===== src/rtl/bas_pkg.sv =====
package bas_pkg;
   localparam int unsigned BAS_ADDR_W = 17;
   localparam int unsigned BAS_OFS_W  = 2;

   typedef enum logic {
      ORD_LINEAR      = 1'b0,
      ORD_INTERLEAVED = 1'b1
   } bas_order_e;
endpackage


===== src/rtl/bas_beat_counter.sv =====
module bas_beat_counter #(
   parameter int unsigned CNT_W = 2
) (
   input  logic             clk,
   input  logic             rst_n,
   input  logic             clr,
   input  logic             adv,
   output logic [CNT_W-1:0] count
);
   localparam logic [CNT_W-1:0] CNT_ONE = {{(CNT_W-1){1'b0}}, 1'b1};

   if (CNT_W < 1) begin : g_bad_w
      $error("bas_beat_counter: CNT_W must be at least 1");
   end

   always_ff @(posedge clk or negedge rst_n) begin
      if (!rst_n)   count <= '0;
      else if (clr) count <= '0;
      else if (adv) count <= count + CNT_ONE;
   end

   // the beat after the last one is beat 0
   a_r6_wrap: assert property (@(posedge clk) disable iff (!rst_n)
      (adv && !clr && count == {CNT_W{1'b1}}) |=> count == '0);
   // a load restarts the beat count
   a_r10_clear: assert property (@(posedge clk) disable iff (!rst_n)
      clr |=> count == '0);
endmodule


===== src/rtl/bas_burst_ctx.sv =====
module bas_burst_ctx #(
   parameter int unsigned ADDR_W = 17
) (
   input  logic              clk,
   input  logic              rst_n,
   input  logic              ld,
   input  logic [ADDR_W-1:0] d_addr,
   input  logic              d_mode,
   output logic [ADDR_W-1:0] base,
   output logic              mode,
   output logic              active
);
   always_ff @(posedge clk or negedge rst_n) begin
      if (!rst_n) begin
         base   <= '0;
         mode   <= 1'b0;
         active <= 1'b0;
      end else if (ld) begin
         base   <= d_addr;
         mode   <= d_mode;
         active <= 1'b1;
      end
   end

   // the latched ordering changes only when a load happens
   a_r9_mode_held: assert property (@(posedge clk) disable iff (!rst_n)
      !ld |=> $stable(mode));
endmodule


===== src/rtl/bas_order_map.sv =====
module bas_order_map #(
   parameter int unsigned OFS_W = 2
) (
   input  logic [OFS_W-1:0] ofs,
   input  logic [OFS_W-1:0] beat,
   input  logic             interleave,
   output logic [OFS_W-1:0] ofs_out
);
   logic [OFS_W-1:0] il_ofs;
   logic [OFS_W-1:0] lin_ofs;

   if (OFS_W < 1 || OFS_W > 8) begin : g_bad_w
      $error("bas_order_map: OFS_W out of range");
   end

   for (genvar b = 0; b < OFS_W; b++) begin : g_il_bit
      assign il_ofs[b] = ofs[b] ^ beat[b];
   end

   assign lin_ofs = ofs + beat;
   assign ofs_out = interleave ? il_ofs : lin_ofs;
endmodule


===== src/rtl/burst_addr_seq.sv =====
module burst_addr_seq
   import bas_pkg::*;
#(
   parameter int unsigned ADDR_W = BAS_ADDR_W,
   parameter int unsigned OFS_W  = BAS_OFS_W
) (
   input  logic              clk,
   input  logic              rst_n,
   input  logic              clk_en,
   input  logic              load_n,
   input  logic              order_sel,
   input  logic [ADDR_W-1:0] start_addr,
   output logic [ADDR_W-1:0] beat_addr,
   output logic              burst_active
);
   localparam int unsigned UP_W = ADDR_W - OFS_W;

   if (ADDR_W <= OFS_W) begin : g_bad_split
      $error("burst_addr_seq: ADDR_W must exceed OFS_W");
   end

   logic              do_load;
   logic              do_step;
   logic [ADDR_W-1:0] base;
   logic              mode_q;
   logic [OFS_W-1:0]  beat;
   logic [OFS_W-1:0]  low_ofs;

   assign do_load = clk_en && !load_n;
   assign do_step = clk_en && load_n && burst_active;

   bas_burst_ctx #(.ADDR_W(ADDR_W)) u_ctx (
      .clk    (clk),
      .rst_n  (rst_n),
      .ld     (do_load),
      .d_addr (start_addr),
      .d_mode (order_sel),
      .base   (base),
      .mode   (mode_q),
      .active (burst_active)
   );

   bas_beat_counter #(.CNT_W(OFS_W)) u_cnt (
      .clk   (clk),
      .rst_n (rst_n),
      .clr   (do_load),
      .adv   (do_step),
      .count (beat)
   );

   bas_order_map #(.OFS_W(OFS_W)) u_map (
      .ofs        (base[OFS_W-1:0]),
      .beat       (beat),
      .interleave (mode_q == ORD_INTERLEAVED),
      .ofs_out    (low_ofs)
   );

   assign beat_addr = {base[ADDR_W-1:OFS_W], low_ofs};

   // a load presents the start address on the next cycle
   a_r2_load: assert property (@(posedge clk) disable iff (!rst_n)
      (clk_en && !load_n) |=> (burst_active && beat_addr == $past(start_addr)));
   // the upper field never moves on a continue
   a_r5_upper_fixed: assert property (@(posedge clk) disable iff (!rst_n)
      (clk_en && load_n) |=> $stable(beat_addr[ADDR_W-1:OFS_W]));
   // a stall freezes the outputs
   a_r7_stall: assert property (@(posedge clk) disable iff (!rst_n)
      !clk_en |=> ($stable(beat_addr) && $stable(burst_active)));
   // no burst loaded means address zero
   a_r8_idle: assert property (@(posedge clk) disable iff (!rst_n)
      !burst_active |-> beat_addr == '0);
   // once active, a burst stays active
   a_r6_stays_active: assert property (@(posedge clk) disable iff (!rst_n)
      burst_active |=> burst_active);
   // a continue always changes the low offset
   a_r3_r4_low_moves: assert property (@(posedge clk) disable iff (!rst_n)
      (clk_en && load_n && burst_active) |=>
         beat_addr[OFS_W-1:0] != $past(beat_addr[OFS_W-1:0]));
endmodule


===== config.mk =====
export PLATFORM = sky130hd
export DESIGN_NAME = burst_addr_seq
export DESIGN_NICKNAME = d
export VERILOG_FILES = /design/src/rtl/bas_pkg.sv /design/src/rtl/bas_beat_counter.sv /design/src/rtl/bas_burst_ctx.sv /design/src/rtl/bas_order_map.sv /design/src/rtl/burst_addr_seq.sv
export SDC_FILE = /design/constraint.sdc
export NUM_CORES = 1
export LEC_CHECK = 0
export CELL_PAD_IN_SITES_DETAIL_PLACEMENT = 1
export CELL_PAD_IN_SITES_GLOBAL_PLACEMENT = 1
export CORE_MARGIN = 2
export CORE_UTILIZATION = 47
export CTS_CLUSTER_DIAMETER = 120
export DETAILED_ROUTE_END_ITERATION = 7
export DONT_BUFFER_PORTS = 1
export GPL_TIMING_DRIVEN = 0
export PLACE_DENSITY = 0.8
export SYNTH_ARGS = -nofsm -noshare
export SYNTH_HDL_FRONTEND = slang
export SYNTH_SLANG_ARGS = --single-unit

===== constraint.sdc =====
create_clock -name clk -period 1.2 [get_ports clk]
set_input_delay 0.06 -clock clk [delete_from_list [all_inputs] [get_ports clk]]
set_output_delay 0.06 -clock clk [all_outputs]
set_load 0.05 [all_outputs]

=== Word level (Yosys, flattened, before mapping) ===
Cells that the tools add are included.

* Register bits: 21
* Bits of input ports: 22
* Output and inout port bits: 18
* Logic and storage cells: 16

* Add/sub/neg operators: 2
* Multiplexer cells: 3
* Bitwise logic cells: 2
* Reduce and logical (&&, ||, !) cells: 5

{| class="wikitable"
|+ Operators by type and width
! cell !! count
|-
| 2-bit two-way mux || 3
|-
| 1-bit logical AND || 3
|-
| 2-bit by 1-bit adder with 2-bit output (second input constant) || 1
|-
| 2-bit adder || 1
|-
| 2-bit nonzero test || 1
|-
| 1-bit bitwise XOR || 2
|-
| 1-bit logical NOT || 1
|}

=== Longest topological paths before layout ===
* Word-level depth: 4
* Mapped depth: 4
* Depth with buffers taken out: 3

=== Hierarchy ===
A second synthesis with hierarchy kept.

* Cell total of the unflattened synthesis: 53
* Area total of the unflattened synthesis: 890.9 µm²

{| class="wikitable"
|+ Modules (own cells, without submodules)
! module !! instances !! cells an instance !! area each (µm²) !! sequential area each (µm²)
|-
| bas_burst_ctx || 1 || 40 || 749.5 || 475.5
|-
| bas_beat_counter || 1 || 7 || 88.8 || 50.0
|-
| bas_order_map || 1 || 4 || 36.3 || 0.0
|-
| burst_addr_seq || 1 || 2 || 16.3 || 0.0
|}

=== Worst setup path before layout ===
OpenSTA, ideal clock, no wires.

* Kind: register -> output
* From: register u_cnt.count[0]
* To: output port beat_addr[1]
* Arrival: 1510 ps
* Path slack: -370 ps
* Stages on the path, launching flop included: 4
* Path buffers: 0
* Path through: dfrtp_1 > ha_1 > nor2b_1 > xnor2_1

* Cells in the longest elaborated chain, start to end: 2

{| class="wikitable"
|+ Ends and longest elaborated chain
! element !! RTL line !! source
|-
| start, declared || bas_beat_counter.sv:8 || <nowiki>output logic [CNT_W-1:0] count</nowiki>
|-
| start signal, assigned || bas_beat_counter.sv:19 || <nowiki>else if (adv) count <= count + CNT_ONE;</nowiki>
|-
| 2-bit adder || bas_order_map.sv:20 || <nowiki>assign lin_ofs = ofs + beat;</nowiki>
|-
| 2-bit two-way mux || bas_order_map.sv:21 || <nowiki>assign ofs_out = interleave ? il_ofs : lin_ofs;</nowiki>
|-
| end, declared || burst_addr_seq.sv:13 || <nowiki>output logic [ADDR_W-1:0] beat_addr,</nowiki>
|}

Every way passes these cells.

=== Worst setup path in the final report ===
* From: register u_ctx.base[0]
* To: output port beat_addr[1]

* Cells in the longest elaborated chain, start to end: 2

{| class="wikitable"
|+ Ends and longest elaborated chain
! element !! RTL line !! source
|-
| start, declared || bas_burst_ctx.sv:9 || <nowiki>output logic [ADDR_W-1:0] base,</nowiki>
|-
| start signal, assigned || bas_burst_ctx.sv:19 || <nowiki>base <= d_addr;</nowiki>
|-
| 2-bit adder || bas_order_map.sv:20 ||
|-
| 2-bit two-way mux || bas_order_map.sv:21 ||
|}

Every way passes these cells.

==> flow_metrics.tcl <==
set metrics [dict create \
    grt.total_usage 0.2151 \
    synth_fp_nets 94 \
    cts-buffers-inserted 3 \
    drc 0 \
    ys_warn_count 0 \
    cp.arrival_ns 1.38 \
    drt_iter0_drc 5 \
    maxSlewViolCount 0 \
    holdCritPathClass "in2reg" \
    critPathMaxStageDelay_ns 0.40 \
    post_drt_wl_per_cell_um 18.44 \
    switching_share 0.3878 \
    drive_above_1_share 0.4848 \
    finalHoldViolCount 0 \
    fill_cells 185 \
    path_clk_slew_ns 0.12 \
    p_int_mw 1.291 \
    place_congestion 0.7455 \
    fin_area_um2 1340 \
    whs_ns 0.02619 \
    critPathKind "reg2out" \
    top_level_ports 40 \
    cp-end-kind "primary output" \
    grt_setup_unrepaired "yes" \
    p_clk_frac 0.164 \
    grt_overflow_total 0 \
    multi_input_area_um2 384.1 \
    cts_tree "yes" \
    status "complete, but fails checks" \
    violations "negative setup slack" \
    p_per_area_nw_per_um2 1574 \
    dp_slack_ns -0.01597 \
    initial_core_util 0.5044 \
    seqCellArea_um2 526.8 \
    syn2layout_area_growth_pct 32.71 \
    finalClockSkew_ns 0.0003966 \
    cts_max_level 1 \
    die_w_um 50.35 \
    clockBufferDepth 2 \
    cpMaxStageDelayCell "dfrtp_1" \
    required_ns 1.14 \
    yosysTopAreaCell "dfrtp_1" \
    fin_ws_ns -0.2400 \
    worstSetupStartpointType "register" \
    synth.most_common_cell "dfrtp_1" \
    dpl.cell_count 98 \
    hpwl_um 1291 \
    antenna_found_initial 0 \
    relSlewSlack 0.3721 \
    syn-cell-area_um2 1010 \
    synth_edf_count 0 \
    synth_top_area_share 0.5204 \
    dieArea_um2 2535 \
    combinationalPowerShare 0.415 \
    wl_um 2324 \
    die_y_um 50.35 \
    cts.root.buffer_cell "clkbuf_4" \
    synthFlopType "dfrtp_1" \
    seq_area_frac_synth 0.5204 \
    cts.sinks 21 \
    max_freq_ghz 0.6944 \
    leakagePower_nw 0.6087 \
    routed-via-count 622 \
    path_max_fanout 2 \
    antenna_left 0 \
    post-route-util 0.6694 \
    syn_inst 71 \
    antennaDiodeCount 0 \
    layoutNonFillerInstCount 126 \
    setup_tns_ns -0.3096 \
    max_slew.worst_pin.slew_ns 0.9387 \
    timing.final.crit_share 1.200 \
    path_cells "ha_2 > nor2b_4 > xnor2_4" \
    finalPower_mw 2.109 \
    ys_ff_latch 21 \
    drv_cap 0 \
    worstSkewPairLatency_ns 0.30 \
    dpl_cell_area_um2 1062 \
    seq_power_share 0.421 \
    p_sw_mw 0.8178 \
    setup_viol 2 \
    place.port_buffers 0 \
    period_minus_slack_ns 1.440 \
    synth_area_leaders "dfrtp_1 (52%), mux2_4 (13%), buf_4 (11%)" \
    ys_top_cells_by_count "dfrtp_1 (21), buf_4 (15), mux2_2 (9), mux2_4 (9)" \
    yosysUniqueCellTypes 18 \
    nNetsFinal 123 \
    rows 16 \
    async_flop_share 1.000 \
    vias_per_cell 4.937 \
    vdd_ir_drop_max_mv 0.9787 \
    grt_pass1_wl_um 3926 \
    avgSynthCellArea_um2 14.22 \
    core-area_um2 2002 \
    drtPass1Iterations 3 \
    grt_start_max_net_pins 22 \
    grt_pass1_vias 743 \
]
## final cells by class
cell class,count,area share
Sequential cell,21,0.3931
Multi-Input combinational cell,33,0.2866
Timing Repair Buffer,24,0.1737
Buffer,16,0.09897
Tap cell,27,0.02521
Clock buffer,4,0.01961
Inverter,1,0.002801
## layer usage
| metal | share of wire | GRT usage |
|---|---|---|
| met5 | 0 | 0 |
| met2 | 0.55 | 0.4013 |
| met3 | 0.049 | 0.03869 |
| met4 | 0.0077 | 0.05405 |
| met1 | 0.39 | 0.2530 |
## power groups by stage
stage          registers [mW]  logic (mW)  clock network [mW]
2_1_floorplan           0.871       0.725                   0
3_3_place_gp            0.884       0.746                   0
3_5_place_dp            0.890       0.762                   0
4_1_cts                 0.884       0.857               0.346
5_1_grt                 0.902       0.910               0.390
6_report                0.888       0.875               0.346
## critical path: cells and delay by family, from the launching register on
kind                       cells  cell delay, ns
adders and majority gates      1            0.19
and+or+nand+nor                1            0.14
xor gates and xnor gates       1            0.35
DFF                            1            0.40
## worst paths after layout
check,start,end,slack [ns],cells past startpoint
min in group asynchronous,rst_n,u_ctx.base[5]$_DFFE_PN0P_,0.33,1
max reg2reg,u_ctx.active$_DFFE_PN0P_,u_cnt.count[1]$_DFFE_PN0P_,0.09,3
min reg2reg,u_ctx.base[9]$_DFFE_PN0P_,u_ctx.base[9]$_DFFE_PN0P_,0.53,1
min,clk_en,u_cnt.count[1]$_DFFE_PN0P_,0.03,2
max in group asynchronous,rst_n,u_ctx.active$_DFFE_PN0P_,0.24,1
max,u_ctx.base[0]$_DFFE_PN0P_,beat_addr[1],-0.24,3
## cells in the final DEF (no fill, tap or decap), drive strengths merged
| cell | n |
|---|---|
| ha | 1 |
| nand3 | 1 |
| buf | 19 |
| mux2 | 18 |
| nor2b | 2 |
| nand2 | 1 |
| inv | 1 |
| xnor2 | 2 |
| o21ai | 2 |
| dlygate4sd3 | 21 |
| a21oi | 1 |
| dfrtp | 21 |
| clkbuf | 4 |
| nand4 | 1 |
| nor2 | 2 |
| a211o | 1 |
| or2 | 1 |
## cell families after synthesis
logic type | after synthesis | synth area share
AOI/OAI and AO/OA | 4 | 0.02354
xor gates and xnor gates | 2 | 0.01735
adders and majority gates | 1 | 0.01239
buffers and inverters | 17 | 0.1351
DFF | 21 | 0.5204
muxes | 18 | 0.2342
and+or+nand+nor | 8 | 0.05700
## timing repair
item | in CTS | in global routing
hold endpoints to repair | 40 | 0
hold buffers | 21 | 0
setup buffers | 2 | 1
endpoints found under the setup margin | 3 | 2
gates resized for setup | 5 | 0
pin swaps | 1 | 1
## state kept, by name, indices dropped and copies added (netlist names)
register and count:
u_ctx.mode 1, u_ctx.active 1, u_ctx.base 17, u_cnt.count 2
Power figures use the tool's default switching activity.
